## src/rtl/relay_pkg.sv

```systemverilog
`timescale 1ns/1ps
package relay_pkg;

  localparam int RLY_CNT_W = 19;

  typedef enum logic [1:0] {
    CH_IDLE = 2'd0,
    CH_QUAL = 2'd1,
    CH_PEND = 2'd2,
    CH_FIRE = 2'd3
  } ch_state_e;

  // saturating increment
  function automatic int unsigned held_sat_inc(input int unsigned v, input int unsigned cap);
    return (v >= cap) ? cap : v + 32'd1;
  endfunction

  // held time strictly longer than the qualification setting
  function automatic logic qual_passed(input int unsigned held, input int unsigned qual);
    return held > qual;
  endfunction

  // on-time target for the running pulse
  function automatic int unsigned pulse_limit(input logic fixed_mode, input int unsigned held,
                                              input int unsigned maxw);
    if (fixed_mode) return maxw;
    return (held < maxw) ? held : maxw;
  endfunction

  function automatic logic width_reached(input int unsigned elapsed_next, input int unsigned limit);
    return elapsed_next >= limit;
  endfunction

endpackage

```

## src/rtl/relay_in_edge.sv

```systemverilog
`timescale 1ns/1ps
module relay_in_edge #(
  parameter int STAGES = 2
) (
  input  logic clk,
  input  logic rst_n,
  input  logic din,
  output logic level,
  output logic rise
);
  logic [STAGES-1:0] sync_q;
  logic              prev_q;

  // reset to "high" so a line already high at reset release is not an edge
  always_ff @(posedge clk) begin
    if (!rst_n) begin
      sync_q <= '1;
      prev_q <= 1'b1;
    end else begin
      sync_q <= {sync_q[STAGES-2:0], din};
      prev_q <= sync_q[STAGES-1];
    end
  end

  assign level = sync_q[STAGES-1];
  assign rise  = sync_q[STAGES-1] & ~prev_q;
endmodule

```

## src/rtl/relay_qual_chan.sv

```systemverilog
`timescale 1ns/1ps
module relay_qual_chan
  import relay_pkg::*;
#(
  parameter int CNT_W = RLY_CNT_W
) (
  input  logic             clk,
  input  logic             rst_n,
  input  logic             kill,
  input  logic             tick,
  input  logic             level,
  input  logic             rise,
  input  logic             allow_start,
  input  logic             reject,
  input  logic             launch,
  input  logic             done,
  input  logic [CNT_W-1:0] cfg_qual,
  output ch_state_e        state,
  output logic             hit,
  output logic [CNT_W-1:0] held_next
);
  localparam int unsigned HELD_CAP = (CNT_W >= 32) ? 32'hFFFF_FFFF : ((32'd1 << CNT_W) - 32'd1);

  ch_state_e        nxt;
  logic             live;
  logic             start;
  logic             count_en;
  logic [CNT_W-1:0] held;

  assign start     = (state == CH_IDLE) & rise & allow_start;
  assign count_en  = (state != CH_IDLE) & live & level & tick;
  assign held_next = count_en ? CNT_W'(held_sat_inc(32'(held), HELD_CAP)) : held;
  assign hit       = (state == CH_QUAL) & count_en & qual_passed(32'(held_next), 32'(cfg_qual));

  always_comb begin
    nxt = state;
    unique case (state)
      CH_IDLE: if (start) nxt = CH_QUAL;
      CH_QUAL: begin
        if (!level)    nxt = CH_IDLE;
        else if (hit)  nxt = reject ? CH_IDLE : CH_PEND;
      end
      CH_PEND: begin
        if (reject)      nxt = CH_IDLE;
        else if (launch) nxt = CH_FIRE;
      end
      CH_FIRE: if (done) nxt = CH_IDLE;
      default: nxt = CH_IDLE;
    endcase
  end

  always_ff @(posedge clk) begin
    if (!rst_n || kill) begin
      state <= CH_IDLE;
      live  <= 1'b0;
      held  <= '0;
    end else begin
      state <= nxt;
      if (start) begin
        held <= tick ? CNT_W'(1) : '0;
        live <= 1'b1;
      end else begin
        held <= held_next;
        if (!level) live <= 1'b0;
      end
    end
  end
endmodule

```

## src/rtl/relay_pulse_timer.sv

```systemverilog
`timescale 1ns/1ps
module relay_pulse_timer
  import relay_pkg::*;
#(
  parameter int CNT_W = RLY_CNT_W
) (
  input  logic             clk,
  input  logic             rst_n,
  input  logic             kill,
  input  logic             tick,
  input  logic             start,
  input  logic             firing,
  input  logic             fixed_mode,
  input  logic [CNT_W-1:0] held_next,
  input  logic [CNT_W-1:0] cfg_max,
  output logic             done
);
  localparam int unsigned ON_CAP = (CNT_W >= 32) ? 32'hFFFF_FFFF : ((32'd1 << CNT_W) - 32'd1);

  logic [CNT_W-1:0] on_cnt;
  logic [CNT_W-1:0] limit;

  assign limit = CNT_W'(pulse_limit(fixed_mode, 32'(held_next), 32'(cfg_max)));
  assign done  = firing & tick & width_reached(32'(on_cnt) + 32'd1, 32'(limit));

  always_ff @(posedge clk) begin
    if (!rst_n || kill)       on_cnt <= '0;
    else if (start)           on_cnt <= '0;
    else if (firing && tick)  on_cnt <= CNT_W'(held_sat_inc(32'(on_cnt), ON_CAP));
  end
endmodule

```

## src/rtl/relay_pulse_ctrl.sv

```systemverilog
`timescale 1ns/1ps
module relay_pulse_ctrl
  import relay_pkg::*;
#(
  parameter int CNT_W       = RLY_CNT_W,
  parameter int SYNC_STAGES = 2
) (
  input  logic             clk,
  input  logic             rst_n,
  input  logic             tick,
  input  logic             en,
  input  logic             fault_uv,
  input  logic             fault_ot,
  input  logic             cmd_a,
  input  logic             cmd_b,
  input  logic [CNT_W-1:0] cfg_qual_ticks,
  input  logic [CNT_W-1:0] cfg_max_ticks,
  input  logic             cfg_fixed_mode,
  output logic             coil_a,
  output logic             coil_b
);
  localparam int NCH = 2;

  logic             kill;
  logic [NCH-1:0]   cmd_in, lvl, rise;
  logic [NCH-1:0]   ch_hit, ch_pend, ch_fire, ch_qual, ch_go, ch_allow;
  logic [CNT_W-1:0] ch_held [NCH];
  ch_state_e        ch_st   [NCH];
  logic             conflict, pulse_start, pulse_done, firing;
  logic [CNT_W-1:0] held_owner;

  assign kill   = ~en | fault_uv | fault_ot;
  assign cmd_in = {cmd_b, cmd_a};

  // both qualifying at once, or one qualifying against a pending other
  assign conflict = (ch_hit[0] & ch_hit[1]) | (ch_hit[0] & ch_pend[1]) | (ch_pend[0] & ch_hit[1]);

  for (genvar g = 0; g < NCH; g++) begin : g_ch
    relay_in_edge #(.STAGES(SYNC_STAGES)) u_edge (
      .clk   (clk),
      .rst_n (rst_n),
      .din   (cmd_in[g]),
      .level (lvl[g]),
      .rise  (rise[g])
    );

    relay_qual_chan #(.CNT_W(CNT_W)) u_qual (
      .clk         (clk),
      .rst_n       (rst_n),
      .kill        (kill),
      .tick        (tick),
      .level       (lvl[g]),
      .rise        (rise[g]),
      .allow_start (ch_allow[g]),
      .reject      (conflict),
      .launch      (ch_go[g]),
      .done        (pulse_done),
      .cfg_qual    (cfg_qual_ticks),
      .state       (ch_st[g]),
      .hit         (ch_hit[g]),
      .held_next   (ch_held[g])
    );

    assign ch_pend[g]  = (ch_st[g] == CH_PEND);
    assign ch_fire[g]  = (ch_st[g] == CH_FIRE);
    assign ch_qual[g]  = (ch_st[g] == CH_QUAL);
    assign ch_go[g]    = ch_pend[g] & ~ch_qual[NCH-1-g] & ~conflict;
    assign ch_allow[g] = ~ch_pend[NCH-1-g] & ~ch_fire[NCH-1-g];
  end

  assign pulse_start = |ch_go;
  assign firing      = |ch_fire;
  assign held_owner  = ch_fire[1] ? ch_held[1] : ch_held[0];

  relay_pulse_timer #(.CNT_W(CNT_W)) u_timer (
    .clk        (clk),
    .rst_n      (rst_n),
    .kill       (kill),
    .tick       (tick),
    .start      (pulse_start),
    .firing     (firing),
    .fixed_mode (cfg_fixed_mode),
    .held_next  (held_owner),
    .cfg_max    (cfg_max_ticks),
    .done       (pulse_done)
  );

  assign coil_a = ch_fire[0] & ~kill;
  assign coil_b = ch_fire[1] & ~kill;
endmodule

```

## config.mk

```make
export PLATFORM = sky130hd
export DESIGN_NAME = relay_pulse_ctrl
export DESIGN_NICKNAME = d
export VERILOG_FILES = /design/src/rtl/relay_pkg.sv /design/src/rtl/relay_in_edge.sv /design/src/rtl/relay_qual_chan.sv /design/src/rtl/relay_pulse_timer.sv /design/src/rtl/relay_pulse_ctrl.sv
export SDC_FILE = /design/constraint.sdc
export NUM_CORES = 1
export LEC_CHECK = 0
export CORE_ASPECT_RATIO = 0.8
export CORE_UTILIZATION = 55
export CTS_CLUSTER_DIAMETER = 150
export CTS_CLUSTER_SIZE = 8
export DETAILED_ROUTE_END_ITERATION = 10
export PLACE_DENSITY = 0.82
export REMOVE_ABC_BUFFERS = 1
export SLEW_MARGIN = 30
export SYNTH_ARGS = -nofsm -noshare
export SYNTH_HDL_FRONTEND = slang
export SYNTH_SLANG_ARGS = --single-unit
```

## constraint.sdc

```tcl
create_clock -name clk -period 17.5 [get_ports clk]
set_clock_uncertainty 0.15 [all_clocks]
set_input_delay 3.5 -clock clk [delete_from_list [all_inputs] [get_ports clk]]
set_output_delay 3.5 -clock clk [all_outputs]
set_load 0.01 [all_outputs]
```

==> flow_metrics.py, run 1 <==
metrics = {
    "yosys": {
        "yosysUniqueCellTypes": 77,
        "async_flop_share_pct": 0,
        "muxShareOfSynthArea_pct": 7.53,
        "synth_top_family_by_area": "simple AND/OR/NAND/NOR gates",
        "synth_seq_area_share_pct": 22.4,
        "synthXorXnorAreaFrac_pct": 5.53,
        "yosys_warnings": 0,
        "synth_edf_count": 0,
        "yosys.area.top_type_share_pct": 22.4,
        "synth_area_leaders": "dfxtp_1 22%, ha_1 16%, nor2_1 5.7%",
        "synth_compound_area_share_pct": 16.6,
        "syn_area_per_cell_um2": 7.95,
        "synthesis.area_mm2": 0.00618,
        "synth_top_area_cell": "dfxtp_1",
        "synth_ff_type": "dfxtp_1",
        "synthTopCellsByCount": "94 x nor2_1, 78 x ha_1, 75 x inv_1, 69 x dfxtp_1, 57 x nand2_1",
        "ys_seq_elements": 69,
        "synthAdderAreaFrac_pct": 15.8,
        "synth_most_common_cell": "nor2_1",
        "yosys.area_share.simple_pct": 25.5,
        "synth_cells": 777,
    },
    "critical_path": {
        "crit_path_cell_trace": "clkdlybuf4s50_1 > o2111a_1 > nand3_1 > nor3_1 > xor2_1 > a21oi_1 > mux2i_4 > ha_1 > a211oi_1 > nor2_1 > nor3_1 > nor2_1 > o41ai_1 > nand3_2 > o31a_1 > ha_1 > nand2b_1 > a2111o_1 > a32oi_1 > a21oi_1 > o21ai_1 > mux2i_1 > a211oi_1",
        "cp_top_family": "compound AO/OA/AOI/OAI gates",
        "worstPathArrival_ps": 10070,
        "end_kind": "flop",
        "critPathKind": "in -> reg",
        "cpMaxStageDelayCell": "clkdlybuf4s50_1",
        "crit_path_start_kind": "input pin",
        "max_stage_delay_ps": 640,
        "critPathRequiredTime_ps": 17590,
        "path_max_fanout": 19,
        "crit_buf_inv": 1,
    },
    "pwr": {
        "power_density_mw_per_mm2": 54.0,
        "p_leak_uw": 0.00326,
        "peakVddDrop_mv": 0.0619,
    },
    "finish": {
        "multi_input_area_mm2": 0.00438,
        "layout-drive-gt1-share_pct": 7.19,
        "antenna_cells": 0,
        "nets": 941,
        "regArea_mm2": 0.00138,
        "area.growth.synth_to_final_pct": 13.5,
        "nFillCells": 939,
        "fin_util_pct": 64.4,
    },
    "sta": {
        "tightestPinTransition_ps": 765,
        "maxSlewViolCount": 0,
        "hold_viol": 0,
        "fin_ws_ps": 7520,
        "setup_viol": 0,
        "post-route-period-util_pct": 57.0,
        "fin_hold_ws_ps": 265,
        "min_period_ps": 9980,
        "rsz0062_at_grt": "no",
        "relSlewSlack_pct": 48.7,
        "fin_tns_setup_ps": 0,
        "fmax_mhz": 100,
    },
    "flow_run": {
        "drv_cap": 0,
    },
    "clock_tree": {
        "ctsResizeCount": 0,
        "cts_tree": "yes",
        "clock-sinks": 69,
        "htreeDepth": 3,
        "ctsHoldBuffers": 0,
        "clk_latency_ps": 340,
        "cts_made_buffers": 9,
        "post-cts-setup-buffers": 0,
        "clkSlewWorstSetupHoldPaths_ps": 50,
        "cts_buffer_depth": 2,
        "cts-root-buf": "clkbuf_16",
    },
    "die": {
        "dieArea_mm2": 0.0117,
        "pin_count": 49,
        "start_util_pct": 56.7,
        "fp.dieH_um": 96.8,
        "rows": 34,
        "core_mm2": 0.0109,
        "die_w_um": 121,
    },
    "grt": {
        "first_global_vias": 5525,
        "grt_overflow": 0,
        "grt_pass1_wl_um": 26700,
        "track_usage_pct": 28.8,
        "antenna_found_initial": 0,
        "grt_max_degree": 24,
    },
    "hold_path": {
        "hp-class": "reg -> reg",
    },
    "routing": {
        "ant_nets": 0,
        "vias": 5862,
        "routedWlPerCell_um": 17.1,
        "drtIter0Drc": 633,
        "routed_via_density": 6.07,
        "finalWirelength_um": 16500,
        "first_pass_iters": 5,
        "drc": 0,
    },
    "placement": {
        "hpwl_um": 13100,
        "place_congestion": 0.948,
        "post-place-ws_ps": 7360,
        "place.port_buffers": 48,
    },
    "outcome": {
        "status": "completed",
    },
}
==> stage by stage <==
| step | instances | power (uW) | cell area [um2] |
|---|---|---|---|
| 3_5_place_dp | 949 | 194 | 6720 |
| 6_report | 965 | 379 | 7010 |
| 4_1_cts | 965 | 379 | 7010 |
| 5_1_grt | 965 | 389 | 7010 |
| 2_1_floorplan | 756 | 177 | 6050 |
| 3_3_place_gp | 949 | 193 | 6720 |
==> final cells by class <==
type                    count  area share (%)
clock inverters             4           0.678
inverters                  76            4.07
repair buffers             49            6.96
flip-flops and latches     69            19.7
clock buffers              12            3.51
well taps                 144            2.57
multi-input cells         611            62.5
==> cell families (layout without fill, tap and decap cells) <==
| kind of cell | count (synthesis) | count (layout) |
|---|---|---|
| xor gates and xnor gates | 39 | 39 |
| muxes | 37 | 37 |
| adders and majority gates | 78 | 78 |
| AOI/OAI and AO/OA | 154 | 154 |
| buffers and inverters | 97 | 141 |
| and+or+nand+nor | 303 | 303 |
| DFF | 69 | 69 |
==> flip-flops by register name (all words and copies together) (netlist names) <==
| name | count |
|---|---|
| g_ch.u_edge.prev_q | 2 |
| g_ch.u_edge.sync_q | 4 |
| g_ch.u_qual.held | 38 |
| g_ch.u_qual.live | 2 |
| g_ch.u_qual.state | 4 |
| u_timer.on_cnt | 19 |
==> per-layer routing <==
layer / part of all wire [%] / global-route usage, % / vias up
met5: 0 / 0 / -
met2: 45 / 45.8 / 267
met4: 2.4 / 9.50 / 0
met3: 8.1 / 5.07 / 43
li1: - / - / 2854
met1: 45 / 39.3 / 2698
==> worst reg2reg max path: stages (launching register included) <==
cell	delay, ps
dfxtp_1	660
o2111a_1	680
nand3_1	350
nor3_1	290
xor2_1	90
a21oi_1	340
mux2i_4	130
ha_1	230
a211oi_1	240
nor2_1	80
nor3_1	130
nor2_1	70
o41ai_1	430
nand3_2	620
o31a_1	470
ha_1	270
nand2b_1	140
a2111o_1	410
a32oi_1	210
a21oi_1	90
o21ai_1	310
mux2i_1	130
a211oi_1	260
==> cells in the final DEF (no fill, tap or decap), drive strengths merged, types with 4 or more instances in the layout <==
cell | synthesis | layout
a21oi | 53 | 53
nand4 | 21 | 21
nor4 | 5 | 5
nor2 | 102 | 102
a211oi | 13 | 13
xor2 | 23 | 23
nand2 | 57 | 57
o21a | 4 | 4
clkdlybuf4s50 | 0 | 48
a21o | 6 | 6
ha | 78 | 78
dfxtp | 69 | 69
and2 | 11 | 11
o21ai | 32 | 32
o22ai | 4 | 4
and3 | 13 | 13
nor2b | 5 | 5
inv | 76 | 76
nand3b | 4 | 4
a311oi | 5 | 5
mux2i | 34 | 34
clkbuf | 11 | 12
and4 | 10 | 10
nand2b | 11 | 11
xnor2 | 16 | 16
nor3 | 17 | 17
a221oi | 4 | 4
a31oi | 6 | 6
o31ai | 4 | 4
nand3 | 33 | 33
==> report_power, final <==
| group | switching [uW] | internal [uW] | leakage (uW) |
|---|---|---|---|
| clock | 73.1 | 114 | 0.000143 |
| sequential | 0.569 | 158 | 0.000557 |
| combinational | 15.9 | 17.4 | 0.00256 |
==> final timing paths <==
kind	startpoint	to	slack (ps)	cells after the start
max	tick	g_ch[0].u_qual.state[0]$_SDFFE_PP0P_	7520	23
min	g_ch[1].u_edge.sync_q[0]$_SDFF_PN1_	g_ch[1].u_edge.sync_q[1]$_SDFF_PN1_	270	1
max reg2reg	g_ch[1].u_qual.state[1]$_SDFFE_PP0P_	g_ch[0].u_qual.state[0]$_SDFFE_PP0P_	10620	22
min reg2reg	g_ch[1].u_edge.sync_q[0]$_SDFF_PN1_	g_ch[1].u_edge.sync_q[1]$_SDFF_PN1_	270	1
Power figures use the tool's default switching activity.
==> inputs of run 2 (changes only) <==
==> constraint.sdc (replaced) <==
create_clock -name clk -period 10.26 [get_ports clk]
set_clock_uncertainty 0.15 [all_clocks]
set_input_delay 2.052 -clock clk [delete_from_list [all_inputs] [get_ports clk]]
set_output_delay 2.052 -clock clk [all_outputs]
set_load 0.01 [all_outputs]
==> flow_metrics.py, run 2 (synthesis results as in run 1) <==
metrics = {
    "finish": {
        "fin_util_pct": 64.1,
        "top_register": "g_ch.u_qual.held",
        "nFillCells": 957,
        "layout-drive-gt1-share_pct": 7.08,
        "final_common_cell": "nor2_1",
        "largest_register_ffs": 38,
        "antenna_cells": 0,
        "final_cell_mix": "94 x nor2_1, 78 x ha_1, 75 x inv_1",
        "regArea_mm2": 0.00138,
        "multi_input_area_mm2": 0.00438,
        "area.growth.synth_to_final_pct": 13.1,
        "reg.largest.list": "g_ch.u_qual.held (38), u_timer.on_cnt (19)",
        "nets": 941,
    },
    "grt": {
        "first_global_vias": 5586,
        "track_usage_pct": 28.9,
        "grt_overflow": 0,
        "grt_max_degree": 24,
        "grt_pass1_wl_um": 26800,
        "antenna_found_initial": 0,
    },
    "pwr": {
        "power_density_mw_per_mm2": 88.4,
        "p_leak_uw": 0.00325,
        "peakVddDrop_mv": 0.0924,
    },
    "critical_path": {
        "critPathCapture": "g_ch[0].u_qual.state[0]$_SDFFE_PP0P_",
        "critPathKind": "in -> reg",
        "r2r_start": "g_ch[1].u_qual.state[1]$_SDFFE_PP0P_",
        "critPathRequiredTime_ps": 10340,
        "worstPathArrival_ps": 8720,
        "cp-startpoint": "tick",
        "regToRegSetupSlack_ps": 3340,
        "crit_path_start_kind": "input pin",
        "reg2regPathDepth": 22,
        "path_max_fanout": 19,
        "timing.rr.end": "g_ch[0].u_qual.state[0]$_SDFFE_PP0P_",
        "end_kind": "flop",
    },
    "placement": {
        "post-place-ws_ps": 1510,
        "hpwl_um": 13200,
        "place_congestion": 0.947,
        "place.port_buffers": 48,
    },
    "clock_tree": {
        "cts_buffer_depth": 2,
        "clkSlewWorstSetupHoldPaths_ps": 50,
        "clk_latency_ps": 340,
        "clock-sinks": 69,
        "ctsHoldBuffers": 0,
        "cts-root-buf": "clkbuf_16",
        "post-cts-setup-buffers": 0,
        "htreeDepth": 3,
        "cts_made_buffers": 9,
        "cts_tree": "yes",
        "ctsResizeCount": 0,
    },
    "die": {
        "start_util_pct": 56.7,
        "dieArea_mm2": 0.0117,
        "pin_count": 49,
        "rows": 34,
        "core_mm2": 0.0109,
        "fp.dieH_um": 96.8,
        "die_w_um": 121,
    },
    "outcome": {
        "status": "completed",
    },
    "routing": {
        "first_pass_iters": 5,
        "vias": 5945,
        "drc": 0,
        "routed_via_density": 6.17,
        "finalWirelength_um": 16700,
        "drtIter0Drc": 560,
        "routedWlPerCell_um": 17.3,
        "ant_nets": 0,
    },
    "sta": {
        "fin_ws_ps": 1620,
        "tightestPinTransition_ps": 791,
        "post-route-period-util_pct": 84.2,
        "fmax_mhz": 116,
        "maxSlewViolCount": 0,
        "hold_viol": 0,
        "rsz0062_at_grt": "no",
        "relSlewSlack_pct": 46.9,
        "setup_viol": 0,
        "fin_tns_setup_ps": 0,
        "min_period_ps": 8640,
        "fin_hold_ws_ps": 266,
    },
    "flow_run": {
        "drv_cap": 0,
    },
    "hold_path": {
        "hp-class": "reg -> reg",
    },
}
-- run 2: worst min path at each step --
stage	end	slack [ps]	depth (start not counted)	start
6_report	g_ch[1].u_edge.sync_q[1]$_SDFF_PN1_	270	1	g_ch[1].u_edge.sync_q[0]$_SDFF_PN1_
2_1_floorplan	g_ch[0].u_edge.sync_q[1]$_SDFF_PN1_	240	1	g_ch[0].u_edge.sync_q[0]$_SDFF_PN1_
5_1_grt	g_ch[1].u_edge.sync_q[1]$_SDFF_PN1_	290	1	g_ch[1].u_edge.sync_q[0]$_SDFF_PN1_
4_1_cts	g_ch[1].u_edge.sync_q[1]$_SDFF_PN1_	270	1	g_ch[1].u_edge.sync_q[0]$_SDFF_PN1_
3_3_place_gp	g_ch[1].u_edge.sync_q[1]$_SDFF_PN1_	240	1	g_ch[1].u_edge.sync_q[0]$_SDFF_PN1_
3_5_place_dp	g_ch[1].u_edge.sync_q[1]$_SDFF_PN1_	260	1	g_ch[1].u_edge.sync_q[0]$_SDFF_PN1_
-- run 2: layer usage --
| layer | GRT usage (%) | share of wire [%] | wire length, um |
|---|---|---|---|
| met5 | 0 | 0 | 0 |
| met4 | 10.4 | 2.3 | 392 |
| met3 | 4.25 | 8.4 | 1400 |
| met2 | 46.2 | 45 | 7500 |
| met1 | 39.4 | 44 | 7390 |
-- run 2: metrics by stage --
stage	power, uW	area [um2]	instances
after floorplan	303	6050	756
after global placement	329	6720	949
after detailed placement	332	6720	949
after CTS	621	6990	963
after global routing	638	6990	963
final	617	6990	963
-- run 2: critical path, cell delays in order --
cell and delay (ps):
clkdlybuf4s50_1 670, o2111a_1 630, nand3_1 330, nor3_1 290, xor2_1 90, a21oi_1 320
mux2i_4 120, ha_1 320, o21ai_0 200, nor2_1 60, nor3_1 190, nor2_1 80
o41ai_1 420, nand3_2 620, o31a_1 470, ha_1 260, nand2b_1 140, a2111o_1 410
a32oi_1 210, a21oi_1 90, o21ai_1 310, mux2i_1 140, a211oi_1 280
-- run 2: report_power, final --
group / leakage (uW) / internal [uW] / switching (uW)
registers: 0.000557 / 269 / 0.991
logic: 0.00256 / 29.7 / 27.5
clock network: 0.000134 / 173 / 117
-- run 2: cell type report --
| type | instances | share of cell area (%) |
|---|---|---|
| clock buffers | 12 | 3.67 |
| clock inverters | 2 | 0.143 |
| inverters | 76 | 4.08 |
| multi-input cells | 611 | 62.8 |
| flip-flops and latches | 69 | 19.8 |
| well taps | 144 | 2.58 |
| repair buffers | 49 | 6.99 |
